[src/rtl/sdram_cmd_pkg.sv]
package sdram_cmd_pkg;

  typedef enum logic [1:0] {
    REQ_MODE   = 2'd0,
    REQ_ACT    = 2'd1,
    REQ_PRE    = 2'd2,
    REQ_PREALL = 2'd3
  } req_kind_e;

  typedef struct packed {
    logic cs_n;
    logic ras_n;
    logic cas_n;
    logic we_n;
  } strobe_t;

  localparam strobe_t STRB_NOP  = '{cs_n: 1'b0, ras_n: 1'b1, cas_n: 1'b1, we_n: 1'b1};
  localparam strobe_t STRB_MODE = '{cs_n: 1'b0, ras_n: 1'b0, cas_n: 1'b0, we_n: 1'b0};
  localparam strobe_t STRB_ACT  = '{cs_n: 1'b0, ras_n: 1'b0, cas_n: 1'b1, we_n: 1'b1};
  localparam strobe_t STRB_PRE  = '{cs_n: 1'b0, ras_n: 1'b0, cas_n: 1'b1, we_n: 1'b0};

  // Strobe pattern for a request kind
  function automatic strobe_t strobes_for(req_kind_e k);
    case (k)
      REQ_MODE: return STRB_MODE;
      REQ_ACT:  return STRB_ACT;
      default:  return STRB_PRE;
    endcase
  endfunction

endpackage

[src/rtl/sdram_bank_slot.sv]
module sdram_bank_slot #(
  parameter int ROW_W = 11,
  parameter int TRP   = 3,
  localparam int TRP_W = $clog2(TRP + 1)
) (
  input  logic             clk,
  input  logic             rst_n,
  input  logic             act_go,
  input  logic             pre_go,
  input  logic [ROW_W-1:0] row_in,
  output logic             active_q,
  output logic [ROW_W-1:0] row_q,
  output logic             trp_busy
);

  logic [TRP_W-1:0] trp_cnt;

  function automatic logic [TRP_W-1:0] count_down(logic [TRP_W-1:0] c);
    return (c == '0) ? '0 : c - 1'b1;
  endfunction

  always_ff @(posedge clk) begin
    if (!rst_n) begin
      active_q <= 1'b0;
      row_q    <= '0;
      trp_cnt  <= '0;
    end else begin
      if (pre_go) begin
        active_q <= 1'b0;
        trp_cnt  <= TRP_W'(TRP - 1);
      end else begin
        trp_cnt <= count_down(trp_cnt);
        if (act_go) begin
          active_q <= 1'b1;
          row_q    <= row_in;
        end
      end
    end
  end

  assign trp_busy = (trp_cnt != '0);

  p_act_idle_r7: assert property (@(posedge clk) disable iff (!rst_n)
    act_go |-> !active_q);
  p_act_after_trp_r10: assert property (@(posedge clk) disable iff (!rst_n)
    act_go |-> !trp_busy);
  p_pre_closes_r8: assert property (@(posedge clk) disable iff (!rst_n)
    pre_go |=> !active_q);
  p_act_opens_r6: assert property (@(posedge clk) disable iff (!rst_n)
    (act_go && !pre_go) |=> (active_q && row_q == $past(row_in)));

endmodule

[src/rtl/sdram_mode_guard.sv]
module sdram_mode_guard #(
  parameter int MRS_GAP = 2,
  localparam int GAP_W = $clog2(MRS_GAP + 1)
) (
  input  logic clk,
  input  logic rst_n,
  input  logic mode_go,
  output logic init_q,
  output logic locked
);

  logic [GAP_W-1:0] gap_cnt;

  always_ff @(posedge clk) begin
    if (!rst_n) begin
      init_q  <= 1'b0;
      gap_cnt <= '0;
    end else if (mode_go) begin
      init_q  <= 1'b1;
      gap_cnt <= GAP_W'(MRS_GAP);
    end else if (gap_cnt != '0) begin
      gap_cnt <= gap_cnt - 1'b1;
    end
  end

  assign locked = (gap_cnt != '0);

  p_gap_starts_r4: assert property (@(posedge clk) disable iff (!rst_n)
    mode_go |=> (init_q && (locked || MRS_GAP == 0)));
  p_no_mode_while_locked_r4: assert property (@(posedge clk) disable iff (!rst_n)
    locked |-> !mode_go);

endmodule

[src/rtl/sdram_cmd_drive.sv]
module sdram_cmd_drive
  import sdram_cmd_pkg::*;
#(
  parameter int BA_W  = 2,
  parameter int ROW_W = 11
) (
  input  logic             clk,
  input  logic             rst_n,
  input  logic             fire,
  input  strobe_t          fire_strb,
  input  logic [BA_W-1:0]  fire_ba,
  input  logic [ROW_W-1:0] fire_addr,
  input  logic             err_in,
  output strobe_t          strb_q,
  output logic [BA_W-1:0]  ba_q,
  output logic [ROW_W-1:0] addr_q,
  output logic             err_q
);

  always_ff @(posedge clk) begin
    if (!rst_n) begin
      strb_q <= STRB_NOP;
      ba_q   <= '0;
      addr_q <= '0;
      err_q  <= 1'b0;
    end else begin
      strb_q <= fire ? fire_strb : STRB_NOP;
      ba_q   <= fire ? fire_ba   : '0;
      addr_q <= fire ? fire_addr : '0;
      err_q  <= err_in;
    end
  end

  p_err_quiet_r3: assert property (@(posedge clk) disable iff (!rst_n)
    err_q |-> (strb_q == STRB_NOP));
  p_one_edge_r12: assert property (@(posedge clk) disable iff (!rst_n)
    fire |=> (strb_q == $past(fire_strb)));

endmodule

[src/rtl/sdram_cmd_tracker.sv]
module sdram_cmd_tracker
  import sdram_cmd_pkg::*;
#(
  parameter int NBANK   = 4,
  parameter int ROW_W   = 11,
  parameter int TRP     = 3,
  parameter int MRS_GAP = 2,
  parameter int AP_BIT  = 10,
  localparam int BA_W   = $clog2(NBANK)
) (
  input  logic                   clk,
  input  logic                   rst_n,
  input  logic                   req_valid,
  output logic                   req_ready,
  input  logic [1:0]             req_kind,
  input  logic [BA_W-1:0]        req_bank,
  input  logic [ROW_W-1:0]       req_row,
  output logic                   cmd_cs_n,
  output logic                   cmd_ras_n,
  output logic                   cmd_cas_n,
  output logic                   cmd_we_n,
  output logic [BA_W-1:0]        cmd_ba,
  output logic [ROW_W-1:0]       cmd_addr,
  output logic                   err_pulse,
  output logic [NBANK-1:0]       bank_active,
  output logic [NBANK*ROW_W-1:0] open_rows
);

  req_kind_e        kind;
  logic [NBANK-1:0] trp_busy;
  logic [NBANK-1:0] act_go;
  logic [NBANK-1:0] pre_go;
  logic             init_q;
  logic             locked;
  logic             all_idle;
  logic             bad;
  logic             hold;
  logic             fire_any;
  logic             fire_ok;
  logic             err_now;
  logic             mode_go;
  logic [BA_W-1:0]  bus_ba;
  logic [ROW_W-1:0] bus_addr;
  strobe_t          strb_q;

  // Address for a precharge: only the all-banks bit may be set
  function automatic logic [ROW_W-1:0] pre_addr(logic all_banks);
    logic [ROW_W-1:0] a;
    a = '0;
    a[AP_BIT] = all_banks;
    return a;
  endfunction

  assign kind     = req_kind_e'(req_kind);
  assign all_idle = (bank_active == '0);

  always_comb begin
    bad  = 1'b0;
    hold = 1'b0;
    case (kind)
      REQ_MODE: bad = !all_idle;
      REQ_ACT: begin
        bad  = !init_q || bank_active[req_bank];
        hold = !bad && trp_busy[req_bank];
      end
      default: bad = !init_q;
    endcase
  end

  assign req_ready = !locked && !hold;
  assign fire_any  = req_valid && req_ready;
  assign fire_ok   = fire_any && !bad;
  assign err_now   = fire_any && bad;
  assign mode_go   = fire_ok && (kind == REQ_MODE);

  always_comb begin
    case (kind)
      REQ_PRE:    begin bus_ba = req_bank; bus_addr = pre_addr(1'b0); end
      REQ_PREALL: begin bus_ba = '0;       bus_addr = pre_addr(1'b1); end
      default:    begin bus_ba = req_bank; bus_addr = req_row;        end
    endcase
  end

  for (genvar i = 0; i < NBANK; i++) begin : g_bank
    assign act_go[i] = fire_ok && (kind == REQ_ACT) && (req_bank == BA_W'(i));
    assign pre_go[i] = fire_ok && ((kind == REQ_PREALL) ||
                                   ((kind == REQ_PRE) && (req_bank == BA_W'(i))));
    sdram_bank_slot #(.ROW_W(ROW_W), .TRP(TRP)) u_slot (
      .clk      (clk),
      .rst_n    (rst_n),
      .act_go   (act_go[i]),
      .pre_go   (pre_go[i]),
      .row_in   (req_row),
      .active_q (bank_active[i]),
      .row_q    (open_rows[i*ROW_W +: ROW_W]),
      .trp_busy (trp_busy[i])
    );
  end

  sdram_mode_guard #(.MRS_GAP(MRS_GAP)) u_guard (
    .clk     (clk),
    .rst_n   (rst_n),
    .mode_go (mode_go),
    .init_q  (init_q),
    .locked  (locked)
  );

  sdram_cmd_drive #(.BA_W(BA_W), .ROW_W(ROW_W)) u_drive (
    .clk       (clk),
    .rst_n     (rst_n),
    .fire      (fire_ok),
    .fire_strb (strobes_for(kind)),
    .fire_ba   (bus_ba),
    .fire_addr (bus_addr),
    .err_in    (err_now),
    .strb_q    (strb_q),
    .ba_q      (cmd_ba),
    .addr_q    (cmd_addr),
    .err_q     (err_pulse)
  );

  assign cmd_cs_n  = strb_q.cs_n;
  assign cmd_ras_n = strb_q.ras_n;
  assign cmd_cas_n = strb_q.cas_n;
  assign cmd_we_n  = strb_q.we_n;

  logic bus_mode, bus_nop, bus_act_pre;
  assign bus_mode    = (strb_q == STRB_MODE);
  assign bus_nop     = (strb_q == STRB_NOP);
  assign bus_act_pre = (strb_q == STRB_ACT) || (strb_q == STRB_PRE);

  p_mode_all_idle_r3: assert property (@(posedge clk) disable iff (!rst_n)
    bus_mode |-> ($past(bank_active) == '0));
  p_mode_silence_r4: assert property (@(posedge clk) disable iff (!rst_n)
    bus_mode |=> bus_nop);
  p_mode_silence_late_r4: assert property (@(posedge clk) disable iff (!rst_n)
    bus_mode |=> ##1 bus_nop);
  p_needs_init_r5: assert property (@(posedge clk) disable iff (!rst_n)
    bus_act_pre |-> $past(init_q));
  p_err_single_bank_r7: assert property (@(posedge clk) disable iff (!rst_n)
    $onehot0(act_go));

endmodule

[config.mk]
export PLATFORM = sky130hd
export DESIGN_NAME = sdram_cmd_tracker
export DESIGN_NICKNAME = d
export VERILOG_FILES = /design/src/rtl/sdram_cmd_pkg.sv /design/src/rtl/sdram_bank_slot.sv /design/src/rtl/sdram_mode_guard.sv /design/src/rtl/sdram_cmd_drive.sv /design/src/rtl/sdram_cmd_tracker.sv
export SDC_FILE = /design/constraint.sdc
export NUM_CORES = 1
export LEC_CHECK = 0
export ABC_CLOCK_PERIOD_IN_PS = 2600
export BUFFER_PORTS_ARGS = -buffer_cell sky130_fd_sc_hd__buf_2
export CORE_MARGIN = 2
export CORE_UTILIZATION = 45
export DETAILED_ROUTE_END_ITERATION = 16
export PLACE_DENSITY = 0.81
export SYNTH_ARGS = -nofsm -noshare
export SYNTH_HDL_FRONTEND = slang
export SYNTH_SLANG_ARGS = --single-unit
export TNS_END_PERCENT = 20
[constraint.sdc]
create_clock -name clk -period 2.6 [get_ports clk]
set_input_delay 0.39 -clock clk [delete_from_list [all_inputs] [get_ports clk]]
set_output_delay 0.39 -clock clk [all_outputs]
set_load 0.01 [all_outputs]
==> metrics, run 1 <==
dominant synthesized flop cell dfxtp_1; hold path endpoint u_drive.addr_q[5]; Filler cells 564; global-route wire length before repair 11200 µm; chip width ~85 µm; TritonCTS clock tree done; layout cells sized above 1 31.0%; FP Rows 29; status finished clean; detailed-route via count approximately 2400; fmax approximately 480 MHz; placed cell count 425; Yosys cell types 30; endpoints failing hold 0; startpoint type of the worst setup path register; number of synthesized flops with an enable pin 0; die height 84.7 µm; VDD IR-drop max just under 0.4 mV; hold path startpoint req_row[5]; Initial DRC Count 115; number of global-route vias before repair 2248; final period demand of the worst path around 2.1 ns; static leakage power 1.86 nW; cts repair resizes 0; Max Cap Viol 0; leading area contributor after synthesis dfxtp_1; CTS H-Tree Depth 3; cell with the most instances after synthesis dfxtp_1; Final HPWL DP around 5000 µm; Post-synth top cells 76 x dfxtp_1, 69 x nand2_1, 47 x mux2i_1; clock root cell clkbuf_8; Post-CTS Setup Inserts 0; # hold bufs at CTS 0; simple-gate share of the synthesized area 19.7%; final wirelength 7010 µm; Post-Synth Adder-Cell Area 0%; CTS sink cnt 76; residual DRC count 0; asr flop ratio synth 0%; clock buffer depth 2; critical path data required time 2.21 ns; crit end category primary output; Final Skew 0.0138 ns; initial antenna violation count 0; RR Endpoint g_bank[2].u_slot.row_q[9]; Core Area 6310 µm²; largest net degree at the start of global routing between 70 and 80; Die ar. a little over 7000 µm²; Yosys reg bits 76; Post-Syn Area 2930 µm²; Tot GR Track Use 20.1%; IO Port Bufs 83; Mapped Cells about 280; synth warn 0; Compound-Gate Fraction of Synth Area 6.71%; Crit Path Max Fanout 6; final setup TNS 0 ns; max-slew violations 0; GRT met3 Usage between 5 and 6%; mux share of post-synthesis cell area 16.8%; pwr/cell area 663 nW/µm²; remaining global-route overflow 0; RSZ-0062 raised after global routing false; met1 Usage GRT 24.9%; setup violators final 0; number of cells on the worst hold path 2; top cells by area, synth dfxtp_1 52%, mux2i_1 16%, nand2_1 8.8%, nor4b_1 3.0%, buf_4 2.8%; crit share post-route ~80%; drt wl/cell roughly 16 µm; Area Growth Syn to Fin 23.1%; diodes inserted 0; min-delay worst type in2reg; gr busiest metal met2; share of the synthesized area in the top cell type 51.9%; antenna viol nets, final 0; Worst-path clk slew ~0.080 ns; Post-Synth XOR/XNOR Area 0%; GR Layer Usage met2 between 30% and 40%; CP Data Arrival Time 1.69 ns; Avg Cell Area, Syn 10.3 µm²; RePlAce Congestion approximately 0.8; worst slew pin tran about 0.68 ns; Final nets 377; worst reg2reg path depth 5; Initial Util a little under half; DR vias/cell roughly 5.4; Worst R2R Start u_guard.init_q; reg2reg setup slack 0.78 ns; First-pass DRT Iterations 4; sequential share of the synthesized area 51.9%; total CTS buffers 9; I/O Pins 85; CP Class reg2out; Synth Net Count 302; main combinational cell family by area after synthesis simple AND/OR/NAND/NOR gates; Finished Layout Cells 441; latest clock arrival within the worst-skew pair 0.35 ns; Rel. slew slack 55.0%
-- cell usage in the layout (no fill, tap or decap), drive strengths merged, types with 2 or more instances in the layout --
cell     Yosys  layout
mux2i       47      47
nor3         2       2
nor4b       10      10
nand2       69      69
and4b        5       5
buf         14      89
inv          0       2
and2         2       2
bufinv       0       3
or4          2       2
a22o         2       2
nand4        4       4
dfxtp       76      76
a21boi       8       8
nor4         4       4
o2111ai      4       4
nor2         8       8
clkbuf      11       9
nor2b        5       5
-- worst max-delay path by stage --
stage          depth (start not counted)  slack [ns]                         from                end
2_1_floorplan                          5        0.84                  req_bank[1]      u_drive.err_q
3_3_place_gp                           5        0.51                  req_kind[1]  u_drive.strb_q[0]
3_5_place_dp                           5        0.48                  req_kind[1]  u_drive.strb_q[0]
4_1_cts                                5        0.51  g_bank[3].u_slot.trp_cnt[0]          req_ready
5_1_grt                                5        0.43  g_bank[1].u_slot.trp_cnt[0]          req_ready
6_report                               5        0.52  g_bank[3].u_slot.trp_cnt[0]          req_ready
-- state kept, by name (all words and copies together), names as in the netlist --
signal / flops
g_bank.u_slot.active_q: 4
g_bank.u_slot.trp_cnt: 8
u_guard.init_q: 1
g_bank.u_slot.row_q: 44
u_drive.strb_q: 3
u_drive.ba_q: 2
u_drive.addr_q: 11
u_drive.err_q: 1
u_guard.gap_cnt: 2
-- final cells by class --
cell class | instances | area [µm²] | area share (%)
clock inverter | 7 | 120 | 3.33
multi-input combinational | 183 | 1270 | 35.2
sequential | 76 | 1520 | 42.2
clock buffer | 9 | 124 | 3.44
timing repair buffer | 89 | 473 | 13.1
tap | 77 | 96.3 | 2.67
-- critical path, stage by stage, from the launching register on --
cell and delay, ns:
dfxtp_1 0.36, nor2_1 0.06, mux4_2 0.57, nor2_1 0.16, nor3_1 0.06, buf_2 0.14
-- power breakdown --
group	total [mW]	switching, mW	leakage, nW	internal, mW
clock network	1.10	0.454	0.120	0.642
registers	1.18	0.00427	0.613	1.17
logic	0.117	0.0755	1.12	0.0414
total	2.39	0.533	1.86	1.86
-- stage by stage --
stage | area, µm² | setup WS, ns | total power [mW] | hold WS (ns) | util, %
after floorplan | 2930 | 0.838 | 1.28 | 0.436 | -
after global placement | 3360 | 0.509 | 1.32 | 0.443 | 53.2
after detailed placement | 3360 | 0.479 | 1.32 | 0.452 | 53.2
after CTS | 3600 | 0.509 | 2.40 | 0.312 | 57.1
after global routing | 3600 | 0.433 | 2.46 | 0.312 | 57.1
final | 3600 | 0.522 | 2.39 | 0.320 | 57.1
-- cells by family after synthesis --
group                  after synthesis
flip-flops                          76
AO/OA/AOI/OAI                       20
multiplexers                        48
other                                1
buffers and inverters               25
AND/OR/NAND/NOR                    114
-- routing by layer --
layer / wire length [µm] / part of all wire [%] / up-vias
li1: - / - / 1131
met1: 2940 / 42 / 1126
met2: 3310 / 47 / 90
met3: 589 / 8.4 / 17
met4: 174 / 2.5 / 0
met5: 0 / 0 / -
Note: power is estimated with default switching activity, not from simulation.
==> run 2, diff against run 1 <==
ABC_CLOCK_PERIOD_IN_PS = 2040   (was 2600)
clock period = 2.04 ns   (was 2.6 ns; I/O delays follow)
==> run 2 against run 1 <==
  * Clock skew is 0.0035 ns lower
  * Critical path depth stayed put
  * Combinational power is 32% higher
==> metrics, run 2 (same netlist as run 1, synthesis figures left out) <==
clock buffer depth 2; RSZ-0062 raised after global routing false; CP Class reg2out; internal power between 2 and 2.5 mW; Core Area approximately 6300 µm²; Final nets between 300 and 400; Initial DRC Count 77; Total Power approximately 2.8 mW; clock root cell clkbuf_8; remaining global-route overflow 0; final wirelength slightly below 7000 µm; max-slew violations 0; final period demand of the worst path 1.96 ns; Rel. slew slack 54.9%; drt wl/cell 15.1 µm; min-delay worst type in2reg; Max Cap Viol 0; die height 84.7 µm; Finished Layout Cells 445; endpoints failing hold 0; most frequent cells in the layout 83 x buf_2, 75 x dfxtp_1, 69 x nand2_1; top flop regs g_bank.u_slot.row_q: 44 flops, u_drive.addr_q: 11 flops, g_bank.u_slot.trp_cnt: 8 flops; antenna viol nets, final 0; fmax 510 MHz; Worst-path clk slew 0.09 ns; Final Util 57.6%; global-route wire length before repair 11000 µm; switch share 24.7%; Final Skew 0.0102 ns; largest net degree at the start of global routing 71; Die ar. 7170 µm²; diodes inserted 0; net switching power figure 0.700 mW; status finished clean; Largest Register g_bank.u_slot.row_q; CTS H-Tree Depth 3; setup violators final 0; layout cells sized above 1 32.1%; DR vias/cell 5.18; I/O Pins 85; Final HPWL DP roughly 4700 µm; total CTS buffers 9; First-pass DRT Iterations 4; detailed-route via count roughly 2300; number of global-route vias before repair between 2000 and 2500; CP Data Arrival Time around 1.7 ns; final setup TNS 0 ns; Crit Path Max Fanout 5; VDD IR-drop max 0.488 mV; most common cell after layout, fill and taps aside buf_2; Initial Util 46.4%; sequential power share between 50% and 60%; # hold bufs at CTS 0; crit share post-route between 90% and 100%; residual DRC count 0; placed cell count 428; Tot GR Track Use 19.4%; Area Growth Syn to Fin 24.2%; worst slew pin tran approximately 0.68 ns; FP Rows 29; initial antenna violation count 0; RePlAce Congestion 0.864; TritonCTS clock tree done; chip width about 85 µm; IO Port Bufs between 80 and 90; pwr/cell area 781 nW/µm²; CTS sink cnt 76; Gate power share 5.5%; max FFs per register 44; critical path data required time 1.73 ns; latest clock arrival within the worst-skew pair 0.35 ns; Clock Power Share 41.7%; startpoint type of the worst setup path register; crit end category primary output; static leakage power 1.87 nW
==> run 2: changes by cell type in the layout (fill, tap and decap cells not counted) <==
| cell | before | now |
|---|---|---|
| buf_4 | 5 | 6 |
| dfxtp_2 | 0 | 1 |
| dfxtp_1 | 76 | 75 |
| clkinv_4 | 0 | 2 |
| bufinv_16 | 3 | 1 |
| inv_8 | 0 | 1 |
| buf_12 | 1 | 4 |
| clkinv_2 | 1 | 0 |
==> run 2: worst paths after layout <==
check | slack [ns] | depth (start not counted) | endpoint | startpoint
max | 0.08 | 5 | req_ready | g_bank[3].u_slot.trp_cnt[0]
min | 0.23 | 2 | u_drive.addr_q[4] | req_row[4]
max reg2reg | 0.27 | 6 | u_drive.addr_q[9] | g_bank[3].u_slot.trp_cnt[0]
min reg2reg | 0.46 | 2 | g_bank[2].u_slot.row_q[0] | g_bank[2].u_slot.row_q[0]
==> run 2: metrics by stage <==
stage / worst slack [ns] / instance area [µm²] / hold slack [ns]
floorplan: 0.362 / 2930 / 0.436
global placement: 0.226 / 3420 / 0.442
detailed placement: 0.174 / 3420 / 0.452
CTS: 0.00307 / 3630 / 0.225
global route: 0.0111 / 3640 / 0.223
finish: 0.0801 / 3640 / 0.233
==> run 2: what timing repair did <==
item,CTS,global route
hold endpoints to repair,0,0
setup endpoints to repair,0,1
gates resized for setup,0,1
setup buffers,0,1
==> run 2: routing by layer <==
metal,GRT usage (%),part of all wire (%),up-vias
met5,0,0,-
met4,9.52,2.7,0
met3,4.92,5.0,17
met2,30.4,47,67
met1,25.0,46,1077
li1,-,-,1142
==> run 2: layout make-up <==
| class | instances | area [µm²] |
|---|---|---|
| Timing Repair Buffer | 93 | 541 |
| Clock buffer | 9 | 124 |
| Clock inverter | 7 | 83.8 |
| Fill cell | 568 | 2680 |
| Multi-Input combinational cell | 183 | 1270 |
| Tap cell | 77 | 96.3 |
| Sequential cell | 76 | 1520 |
==> run 2: critical path: stages (launching register included) <==
cell and delay, ns:
dfxtp_1 0.36, nor2_1 0.06, mux4_2 0.53, nor2_1 0.16, nor3_1 0.06, buf_2 0.14
==> run 2: power groups by stage <==
stage	logic (mW)	registers [mW]	clock network, mW
2_1_floorplan	0.0962	1.54	0
3_3_place_gp	0.153	1.53	0
3_5_place_dp	0.154	1.53	0
4_1_cts	0.155	1.50	1.21
5_1_grt	0.172	1.50	1.27
6_report	0.155	1.50	1.18
==> run 3, diff against run 2 <==
CORE_ASPECT_RATIO = 1.75   (was default)
==> run 3 against run 2 <==
  * Worst hold slack better by 0.00079 ns
  * Critical path depth stayed put
  * Worst setup slack hardly changed
  * Global-route usage is 0.86 points higher
  * Highest routed layer unchanged
  * Non-clock buffer count is 2 lower
  * Sequential power hardly changed
  * Largest cell class unchanged
  * Count of clock-buffer cells in the layout is 4 higher
  * Sequential cell count stayed put
  * Cell count stayed put
  * Combinational power hardly changed
  * Clock skew is 0.0042 ns lower
  * Critical endpoint unchanged
  * Sequential share of layout area is 0.41 points higher
==> metrics, run 3 (same netlist as run 1, synthesis figures left out) <==
final setup TNS 0 ns; Final nets 379; detailed-route via count 2339; CP Data Arrival Time 1.65 ns; number of cells on the worst hold path 2; Area Growth Syn to Fin 23.0%; Rel. slew slack 52.6%; number of global-route vias before repair 2265; pwr/cell area 761 nW/µm²; Max Cap Viol 0; most frequent cells in the layout 83 x buf_2, 75 x dfxtp_1, 69 x nand2_1; Tot GR Track Use approximately a fifth; Worst-path clk slew 0.07 ns; setup violators final 0; most common cell after layout, fill and taps aside buf_2; latest clock arrival within the worst-skew pair 0.35 ns; static leakage power 1.86 nW; endpoints failing hold 0; min-delay worst type in2reg; fmax 510 MHz; residual DRC count 0; total CTS buffers 9; layout cells sized above 1 30.7%; Final HPWL DP roughly 5000 µm; DR vias/cell 5.26; worst reg2reg path depth 4; crit share post-route 96.1%; Core Area between 6000 and 7000 µm²; Die ar. 7200 µm²; final worst setup slack roughly 0.08 ns; critical path data required time 1.73 ns; post-route cell area 3600 µm²; antenna viol nets, final 0; remaining global-route overflow 0; initial antenna violation count 0; clock root cell clkbuf_8; status finished clean; Initial Util 47.0%; largest net degree at the start of global routing 71; final wirelength 7000 µm; chip width 65.0 µm; CTS H-Tree Depth 3; TritonCTS clock tree done; clock buffer depth 2; VDD IR-drop max 0.478 mV; diodes inserted 0; FP Rows 38; max-slew violations 0; crit end category primary output; RePlAce Congestion 0.801; # hold bufs at CTS 0; RSZ-0062 raised after global routing false; die height approximately 110 µm; drt wl/cell 15.7 µm; CTS sink cnt 76; I/O Pins 85; top flop regs g_bank.u_slot.row_q: 44 flops, u_drive.addr_q: 11 flops, g_bank.u_slot.trp_cnt: 8 flops; Largest Register g_bank.u_slot.row_q; final period demand of the worst path 1.96 ns; Crit Path Max Fanout 6; Initial DRC Count 263; global-route wire length before repair 11000 µm; First-pass DRT Iterations 4; placed cell areas 3420 µm²; IO Port Bufs 83; CP Class reg2out; worst slew pin tran roughly 0.71 ns; max FFs per register 44; startpoint type of the worst setup path register; Final Skew 0.00602 ns; post-place setup slack 0.153 ns
==> run 3: changes by cell type in the layout (fill, tap and decap cells not counted), sizes merged <==
cell      change
buf           -2
inv           -3
clkinv        -1
clkinvlp      -1
clkbuf        +4
==> run 3: worst max-delay path, cell delays in order (launching register included) <==
cell and delay, ns:
dfxtp_1 0.37, nor2_1 0.07, mux4_2 0.55, nor2_1 0.13, nor3_1 0.05, buf_2 0.14
==> run 3: what timing repair did <==
item	4_1_cts	5_1_grt
setup buffers	0	0
endpoints found under the setup margin	0	1
resized for setup	0	1
==> run 3: cell type report <==
class / instances / area, µm²
Multi-Input combinational cell: 183 / 1270
Tap cell: 80 / 100
Timing Repair Buffer: 91 / 526
Clock buffer: 13 / 149
Fill cell: 572 / 2630
Sequential cell: 76 / 1520
Clock inverter: 2 / 35.0
==> run 3: power breakdown <==
part	internal [mW]	leakage (nW)	total, mW	switching [mW]
sequential	1.50	0.614	1.50	0.00636
clock	0.591	0.0935	1.09	0.496
combinational	0.0557	1.15	0.153	0.0971
total	2.14	1.86	2.74	0.600
==> run 3: worst paths after layout <==
check                                    from                   endpoint  slack, ns
hold reg to reg     g_bank[3].u_slot.row_q[7]  g_bank[3].u_slot.row_q[7]       0.46
setup / recovery  g_bank[1].u_slot.trp_cnt[0]                  req_ready       0.08
setup reg to reg    g_bank[2].u_slot.active_q              u_drive.err_q       0.24
hold / removal                     req_row[5]          u_drive.addr_q[5]       0.23
==> run 3: metal layers <==
layer  vias up  track usage (%)  share of wire, %
met5         -                0                 0
met4         0             11.3               4.1
met3        28             6.19               6.4
met2        99             33.5                51
met1      1082             22.6                39
li1       1130                -                 -
==> run 3: metrics by stage <==
| step | power [mW] | std cells | hold WS (ns) | utilization, % |
|---|---|---|---|---|
| final | 2.74 | 445 | 0.234 | 57.8 |
| after global routing | 2.84 | 445 | 0.228 | 57.8 |
| after CTS | 2.77 | 445 | 0.219 | 57.8 |
| after detailed placement | 1.69 | 430 | 0.448 | 54.9 |
| after global placement | 1.68 | 430 | 0.442 | 54.9 |
| after floorplan | 1.63 | 284 | 0.436 | - |
